## src/rtl/aluPkg.sv

```systemverilog
package aluPkg;

  typedef enum logic [2:0] {
    SRC_IMM    = 3'd0,
    SRC_W1LO   = 3'd1,
    SRC_W2     = 3'd2,
    SRC_W3     = 3'd3,
    SRC_STATHI = 3'd4,
    SRC_STATLO = 3'd5,
    SRC_FCNT   = 3'd6,
    SRC_W1HI   = 3'd7
  } srcSelE;

  typedef enum logic [3:0] {
    OP_NOP   = 4'd0,
    OP_ADD   = 4'd1,
    OP_EQ    = 4'd2,
    OP_GT    = 4'd3,
    OP_GE    = 4'd4,
    OP_OR    = 4'd5,
    OP_AND   = 4'd6,
    OP_XOR   = 4'd7,
    OP_INV   = 4'd8,
    OP_LADD  = 4'd9,
    OP_SUBAB = 4'd10,
    OP_SUBBA = 4'd11
  } aluOpE;

  // Strobes from the decoder to the datapath; at most one is set.
  // None set means pass operandB through.
  typedef struct packed {
    logic doAdd;
    logic doSubAB;
    logic doSubBA;
    logic doOr;
    logic doAnd;
    logic doXor;
    logic doInv;
    logic doLong;
    logic cmpEq;
    logic cmpGt;
    logic cmpGe;
  } aluStrobeT;

endpackage

```

## src/rtl/aluOperandSel.sv

```systemverilog
module aluOperandSel #(
  parameter int DATA_W = 16,
  parameter int SEL_W  = 3
) (
  input  logic [DATA_W-1:0]   immData,
  input  logic [2*DATA_W-1:0] wreg1,
  input  logic [DATA_W-1:0]   wreg2,
  input  logic [DATA_W-1:0]   wreg3,
  input  logic [2*DATA_W-1:0] statusWord,
  input  logic [DATA_W-1:0]   frameCount,
  input  logic [SEL_W-1:0]    opSel,
  output logic [DATA_W-1:0]   operandA
);
  localparam int NUM_SRC = 1 << SEL_W;

  logic [DATA_W-1:0] srcBus [NUM_SRC];

  // Source positions follow the select code; spare slots read zero.
  always_comb begin
    for (int i = 0; i < NUM_SRC; i++) srcBus[i] = '0;
    srcBus[aluPkg::SRC_IMM]    = immData;
    srcBus[aluPkg::SRC_W1LO]   = wreg1[DATA_W-1:0];
    srcBus[aluPkg::SRC_W2]     = wreg2;
    srcBus[aluPkg::SRC_W3]     = wreg3;
    srcBus[aluPkg::SRC_STATHI] = statusWord[2*DATA_W-1:DATA_W];
    srcBus[aluPkg::SRC_STATLO] = statusWord[DATA_W-1:0];
    srcBus[aluPkg::SRC_FCNT]   = frameCount;
    srcBus[aluPkg::SRC_W1HI]   = wreg1[2*DATA_W-1:DATA_W];
  end

  assign operandA = srcBus[opSel];

endmodule

```

## src/rtl/aluDecode.sv

```systemverilog
module aluDecode #(
  parameter int CTRL_W = 4
) (
  input  logic [CTRL_W-1:0] aluCtrl,
  output aluPkg::aluStrobeT strobe
);
  import aluPkg::*;

  always_comb begin
    strobe = '0;
    case (aluCtrl)
      OP_ADD:   strobe.doAdd   = 1'b1;
      OP_EQ:    strobe.cmpEq   = 1'b1;
      OP_GT:    strobe.cmpGt   = 1'b1;
      OP_GE:    strobe.cmpGe   = 1'b1;
      OP_OR:    strobe.doOr    = 1'b1;
      OP_AND:   strobe.doAnd   = 1'b1;
      OP_XOR:   strobe.doXor   = 1'b1;
      OP_INV:   strobe.doInv   = 1'b1;
      OP_LADD:  strobe.doLong  = 1'b1;
      OP_SUBAB: strobe.doSubAB = 1'b1;
      OP_SUBBA: strobe.doSubBA = 1'b1;
      default:  strobe = '0;   // no-op and spare codes: pass operandB
    endcase
  end

endmodule

```

## src/rtl/aluCore.sv

```systemverilog
module aluCore #(
  parameter int DATA_W = 16
) (
  input  aluPkg::aluStrobeT     strobe,
  input  logic [DATA_W-1:0]     operandA,
  input  logic [DATA_W-1:0]     operandB,
  input  logic [DATA_W-1:0]     longHigh,
  output logic [DATA_W-1:0]     result,
  output logic                  flag,
  output logic [2*DATA_W-1:0]   longResult
);
  localparam int WIDE_W = 2 * DATA_W;

  logic [DATA_W-1:0] sumAB;
  logic [DATA_W-1:0] diffAB;
  logic [DATA_W-1:0] diffBA;
  logic [WIDE_W-1:0] longSum;
  logic              isEq;
  logic              isGt;

  assign sumAB   = operandA + operandB;
  assign diffAB  = operandA - operandB;
  assign diffBA  = operandB - operandA;
  assign longSum = {longHigh, operandA} + {{DATA_W{1'b0}}, operandB};
  assign isEq    = (operandA == operandB);
  assign isGt    = (operandA > operandB);

  always_comb begin
    result = operandB;
    if (strobe.doAdd)   result = sumAB;
    if (strobe.doSubAB) result = diffAB;
    if (strobe.doSubBA) result = diffBA;
    if (strobe.doOr)    result = operandA | operandB;
    if (strobe.doAnd)   result = operandA & operandB;
    if (strobe.doXor)   result = operandA ^ operandB;
    if (strobe.doInv)   result = ~operandB;
    if (strobe.doLong)  result = longSum[DATA_W-1:0];
  end

  assign flag = (strobe.cmpEq & isEq)
              | (strobe.cmpGt & isGt)
              | (strobe.cmpGe & (isGt | isEq));

  assign longResult = strobe.doLong ? longSum : {{DATA_W{1'b0}}, result};

endmodule

```

## src/rtl/aluTop.sv

```systemverilog
module aluTop #(
  parameter int DATA_W = 16,
  parameter int SEL_W  = 3,
  parameter int CTRL_W = 4
) (
  input  logic [DATA_W-1:0]   immData,
  input  logic [2*DATA_W-1:0] wreg1,
  input  logic [DATA_W-1:0]   wreg2,
  input  logic [DATA_W-1:0]   wreg3,
  input  logic [2*DATA_W-1:0] statusWord,
  input  logic [DATA_W-1:0]   frameCount,
  input  logic [SEL_W-1:0]    opSel,
  input  logic [CTRL_W-1:0]   aluCtrl,
  input  logic [DATA_W-1:0]   operandB,
  output logic [DATA_W-1:0]   result,
  output logic                flag,
  output logic [2*DATA_W-1:0] longResult
);
  logic [DATA_W-1:0] operandA;
  aluPkg::aluStrobeT strobe;

  aluOperandSel #(.DATA_W(DATA_W), .SEL_W(SEL_W)) u_sel (
    .immData    (immData),
    .wreg1      (wreg1),
    .wreg2      (wreg2),
    .wreg3      (wreg3),
    .statusWord (statusWord),
    .frameCount (frameCount),
    .opSel      (opSel),
    .operandA   (operandA)
  );

  aluDecode #(.CTRL_W(CTRL_W)) u_dec (
    .aluCtrl (aluCtrl),
    .strobe  (strobe)
  );

  aluCore #(.DATA_W(DATA_W)) u_core (
    .strobe     (strobe),
    .operandA   (operandA),
    .operandB   (operandB),
    .longHigh   (wreg1[2*DATA_W-1:DATA_W]),
    .result     (result),
    .flag       (flag),
    .longResult (longResult)
  );

endmodule

```

## config.mk

```make
export PLATFORM = sky130hd
export DESIGN_NAME = aluTop
export DESIGN_NICKNAME = d
export VERILOG_FILES = /design/src/rtl/aluPkg.sv /design/src/rtl/aluOperandSel.sv /design/src/rtl/aluDecode.sv /design/src/rtl/aluCore.sv /design/src/rtl/aluTop.sv
export SDC_FILE = /design/constraint.sdc
export NUM_CORES = 1
export LEC_CHECK = 0
export BUFFER_PORTS_ARGS = -buffer_cell sky130_fd_sc_hd__buf_2
export CORE_ASPECT_RATIO = 0.9
export CORE_MARGIN = 5
export CORE_UTILIZATION = 58
export DETAILED_ROUTE_END_ITERATION = 8
export PLACE_DENSITY = 0.9
export REMOVE_ABC_BUFFERS = 1
export SETUP_SLACK_MARGIN = 0.3
export SYNTH_ARGS = -nofsm -noshare
export SYNTH_HDL_FRONTEND = slang
export SYNTH_HIERARCHICAL = 1
export SYNTH_SLANG_ARGS = --single-unit
```

## constraint.sdc

```tcl
create_clock -name vclk -period 13.5
set_input_delay 2.7 -clock vclk [all_inputs]
set_output_delay 2.7 -clock vclk [all_outputs]
set_load 0.1 [all_outputs]
```

==> results of run 1 <==
-- area by class of cell --
cell class	count	area share (%)
Multi-Input combinational cell	637	78.44
Timing Repair Buffer	209	15.86
Inverter	56	3.119
Tap cell	129	2.395
Antenna cell	5	0.1857
-- power by group through the flow --
stage                 clock, W  sequential, W  combinational (W)
3_3_place_gp                 0              0           0.000508
5_1_grt        0.0000000000496              0           0.000555
4_1_cts                      0              0           0.000516
3_5_place_dp                 0              0           0.000514
2_1_floorplan                0              0           0.000393
6_report       0.0000000000496              0           0.000528
-- cell usage in the layout, fill, tap and decap left out, types with 5 or more instances in the layout --
master and instances:
nand2_1 43, mux2i_1 7, ha_1 66, nor3_1 15, o21bai_1 7, buf_2 200, nor2b_1 8, mux4_1 28
a21oi_1 71, a221oi_1 6, nand2b_1 13, o21ai_0 38, o21ai_1 10, diode_2 5, nor2_1 80, or3_1 7
a22oi_1 7, xnor2_1 33, a211oi_1 18, a2111oi_0 6, a31oi_1 5, buf_4 9, o31ai_1 11, o22ai_1 5
a221o_1 6, o311ai_0 5, inv_1 52, o211ai_1 6, a21o_1 10, mux2_2 17, nand3_1 10
-- final timing paths --
kind | depth (start not counted) | slack, ns | to | start
min | 4 | 5.94 | longResult[24] | wreg1[24]
max | 14 | 3.39 | longResult[28] | opSel[0]
-- per-stage QoR --
step / hold WS (ns) / area, um^2 / power, W / worst slack (ns)
after floorplan: 5.841 / 5497 / 0.0003930 / 1.227
after global placement: 5.928 / 6726 / 0.0005082 / 3.568
after detailed placement: 5.932 / 6726 / 0.0005142 / 3.459
after CTS: 5.941 / 6726 / 0.0005161 / 3.453
after global routing: 5.980 / 6739 / 0.0005547 / 3.102
final: 5.941 / 6739 / 0.0005279 / 3.392
-- cells by family (layout without fill, tap and decap cells) --
| logic type | Yosys count | count (layout) | share of synthesized area, % |
|---|---|---|---|
| other cells | 0 | 5 | 0 |
| mux | 56 | 56 | 18.37 |
| xor+xnor | 36 | 36 | 5.327 |
| fa+ha+maj | 69 | 69 | 14.97 |
| compound gates | 261 | 261 | 30.71 |
| buf+inv | 122 | 265 | 10.70 |
| simple gates | 215 | 215 | 19.93 |
-- per-layer routing --
layer	wire length, um	part of all wire (%)
met1	8576	37
met2	10730	46
met5	0	0
met3	2932	13
met4	907	3.9
==> results.md, run 1 <==
* GR Util All Layers at 35.45%
* Met2 GRT Util at 58.46%
* Placed cell count at 1031
* Area leader, netlist: ha_1
* DR WL/cell at 22.34 um
* Relative slew slack at 43.14%
* WP data required at 10.80 ns
* 1st-iter DRT viols at 967
* Grt peak-use layer: met2
* Critical-path cell list: buf_2 > mux4_1 > mux2_2 > ha_1 > fa_1 > a21oi_2 > o211ai_2 > nor4b_2 > o41ai_4 > a21boi_2 > nor2b_1 > xnor2_1 > nor2_1 > buf_2
* Cells after Synth at 759
* Number of remaining DRC errors at 0
* Final Max Tran Viols at 0
* Ranking of synthesized cells by area: ha_1 (14%), mux4_1 (12%), a21oi_1 (6.0%), nor2_1 (5.1%), xnor2_1 (4.9%)
* Final wirelength at 23.15 mm
* Yosys warning count at 6
* DR vias at 7052
* Final hold vios at 0
* # resized after CTS at 0
* GRT overflow at 0
* Most used cell, CP: buf_2
* Clock network power share at 0%
* Number of global-route vias before repair at 6574
* Multi-input gate area in the final layout at 5286 um^2
* Core footprint at 10120 um^2
* Port buffer count at 200
* Count leader, synth: nor2_1
* Largest stage delay on the critical path at 0.66 ns
* MaxCap Viol Count at 0
* Crit path capture type: primary output
* Internal Power at 0.0001534 W
* Lkg Pwr at 3.140 nW
* Top cell type's share of synthesized area at 13.95%
* CP max stage cell: mux4_1
* Switching share of power at 70.95%
* Post-synthesis sequential area ratio at 0%
* Die width at 116.5 um
* Final Cycle Share at 74.87%
* M1 GR Usage at 45.91%
* Vias per cell at 6.807
* DR pass1 iterations at 6
* Starting Density at 58.52%
* Final core utilization at 66.62%
* Final number of setup-violating endpoints at 0
* CP bufs+invs at 2
* Critical path type: in -> out
* Setup bufs post-CTS at 0
* Layout cells sized above 1 at 28.82%
* Largest net degree at the start of global routing at 33
* CP delay by family, top: buffers and inverters
* Net switching power at 0.0003745 W
* Die height at 105.8 um
* Setup crit start kind: input pin
* Fillers at 853
* Setup_tns at 0 ns
* Post-DP HPWL at 18.23 mm
* Setup repair after global routing missed its margin: false
* Status: finished, final reports clean
* Placer Congestion at 1.057
* Sequential standard cell area at 0 um^2
* Sequential power share at 0%
* Hold crit path type: in -> out
* Post-route ant nets at 0
* CP arrival at 7.41 ns
* Grt met3 use at 7.807%
* Initial antenna violation count at 5
* Layout Nets at 1124
* Seq Cell Count at 0
* Clkbuf count at 0
* Peak clock frequency supported by timing at 98.93 MHz
* CTS Hold Bufs at 0
* Gate power share at 100.0%
* Worst Tran Pin Value at 0.8519 ns
* Power per cell area at 78.34 nW/um^2
* Clock period minus worst slack at 10.11 ns
* I/O Pins at 200
* Finished Layout Cells at 1036
* First-pass GRT wire length at 35.18 mm
* # rows at 35
* Worst vdd ir at 82.70 uV
* Syn_area_per_cell at 7.799 um^2
* Crit Path Max Fanout at 32
* Mapped Area at 5919 um^2
* Die area at 12330 um^2
* Netlist cell types at 87
* Area growth syn-to-layout at 13.84%
* Commonest cells in the netlist: nor2_1 (80), a21oi_1 (71), ha_1 (66)
No activity file was read; power rests on OpenSTA's default activity.
==> inputs of run 2 (changes only) <==
--- a/config.mk
+++ b/config.mk
@@ -8,9 +8,9 @@
 export BUFFER_PORTS_ARGS = -buffer_cell sky130_fd_sc_hd__buf_2
 export CORE_ASPECT_RATIO = 0.9
 export CORE_MARGIN = 5
-export CORE_UTILIZATION = 58
+export CORE_UTILIZATION = 49
 export DETAILED_ROUTE_END_ITERATION = 8
-export PLACE_DENSITY = 0.9
+export PLACE_DENSITY = 0.81
 export REMOVE_ABC_BUFFERS = 1
 export SETUP_SLACK_MARGIN = 0.3
 export SYNTH_ARGS = -nofsm -noshare
==> constraint.sdc (replaced) <==
create_clock -name vclk -period 8.5
set_input_delay 1.7 -clock vclk [all_inputs]
set_output_delay 1.7 -clock vclk [all_outputs]
set_load 0.1 [all_outputs]
==> results.md, run 2 (synthesized netlist as in run 1, its figures left out) <==
* Seq Cell Count at 0
* Status: finished, final reports clean
* Launching element of the worst setup path: opSel[0]
* Final Max Tran Viols at 0
* Placed cell count at 1068
* Setup repair after global routing missed its margin: false
* GRT overflow at 0
* Most frequent cells in the layout: buf_2 (200), nor2_1 (80), a21oi_1 (71)
* I/O Pins at 200
* Multi-input gate area in the final layout at 5286 um^2
* Initial antenna violation count at 2
* CTS Hold Bufs at 0
* Crit Path Max Fanout at 18
* MaxCap Viol Count at 0
* Clock network power share at 0%
* Final wirelength at 23.08 mm
* Post-route ant nets at 0
* Relative slew slack at 40.41%
* Core footprint at 11930 um^2
* Number of global-route vias before repair at 6511
* Final Cycle Share at 93.24%
* Final hold vios at 0
* Clock period minus worst slack at 7.925 ns
* Setup bufs post-CTS at 0
* Crit path capture type: primary output
* Finished Layout Cells at 1069
* Lkg Pwr at 3.172 nW
* Die area at 14380 um^2
* Net switching power at 0.0005911 W
* Worst Tran Pin Value at 0.8929 ns
* Layout cells sized above 1 at 29.30%
* Worst vdd ir at 118.8 uV
* DR WL/cell at 21.59 um
* Hold crit path type: in -> out
* Worst setup path end: longResult[22]
* Internal Power at 0.0002481 W
* Post-DP HPWL at 18.71 mm
* Peak clock frequency supported by timing at 126.2 MHz
* Layout Nets at 1130
* Number of remaining DRC errors at 0
* WHS at 3.942 ns
* Sequential standard cell area at 0 um^2
* 1st-iter DRT viols at 728
* Final number of setup-violating endpoints at 0
* Setup crit start kind: input pin
* Area growth syn-to-layout at 15.30%
* Sequential power share at 0%
* Largest net degree at the start of global routing at 30
* WP data required at 6.80 ns
* Vias per cell at 6.301
* Die height at 114.3 um
* # rows at 38
* GR Util All Layers at 30.31%
* Most common cell after layout, fill and taps aside: buf_2
* DR vias at 6736
* Clkbuf count at 0
* Fillers at 1148
* Port buffer count at 200
* Placer Congestion at 0.9840
* Power per cell area at 122.9 nW/um^2
* DR pass1 iterations at 6
* Switching share of power at 70.44%
* Starting Density at 49.60%
* # resized after CTS at 0
* CP arrival at 6.23 ns
* Gate power share at 100.0%
* First-pass GRT wire length at 35.24 mm
* Die width at 125.9 um
* Critical path type: in -> out
## run 2: cell count changes in the layout (fill, tap and decap cells not counted), sizes merged
cell / before / now
buf: 209 / 215
diode: 5 / 1
## run 2: worst min-delay path by stage
stage,from,to,slack [ns],cells past startpoint
finish,wreg1[31],longResult[31],3.94,4
global route,wreg1[31],longResult[31],3.96,4
CTS,wreg1[31],longResult[31],3.94,4
detailed placement,wreg1[31],longResult[31],3.94,4
global placement,wreg1[26],longResult[26],3.93,4
floorplan,wreg1[17],longResult[17],3.84,2
## run 2: power by group through the flow
stage	Clock, W	Sequential [W]	Combinational [W]
CTS	0	0	0.000828
floorplan	0	0	0.000624
global route	0.0000000000157	0	0.000889
global placement	0	0	0.000822
detailed placement	0	0	0.000825
finish	0.0000000000157	0	0.000839
## run 2: per-stage QoR
stage	setup slack (ns)	setup TNS, ns	total power, W	area, um^2	utilization, %
floorplan	-1.773	-19.75	0.0006241	5497	-
global placement	0.6891	0	0.0008217	6823	57.17
detailed placement	0.6062	0	0.0008249	6823	57.17
CTS	0.5846	0	0.0008275	6823	57.17
global route	0.3774	0	0.0008890	6825	57.19
finish	0.5748	0	0.0008392	6825	57.19
## run 2: worst max-delay path: stages
cell and delay [ns]:
buf_2 0.35, buf_12 0.23, mux4_1 0.56, mux2_2 0.31, ha_1 0.24, fa_1 0.47, a21oi_2 0.27, o211ai_2 0.14
nor4b_2 0.53, o41ai_4 0.20, a21boi_2 0.41, nor4b_2 0.11, xnor2_1 0.14, nor2_1 0.09, buf_2 0.45
## run 2: cell type report
| class | instances | share of cell area (%) |
|---|---|---|
| Multi-Input combinational cell | 637 | 77.45 |
| Timing Repair Buffer | 215 | 16.50 |
| Inverter | 56 | 3.080 |
| Tap cell | 160 | 2.933 |
| Antenna cell | 1 | 0.03666 |
## run 2: metal layers
metal	vias up	routed length [um]	GRT usage [%]	share of wire (%)
met4	0	712	8.077	3.1
met2	418	10750	51.67	47
li1	3145	-	-	-
met3	54	2480	5.271	11
met5	-	0	0	0
met1	3119	9142	39.93	40
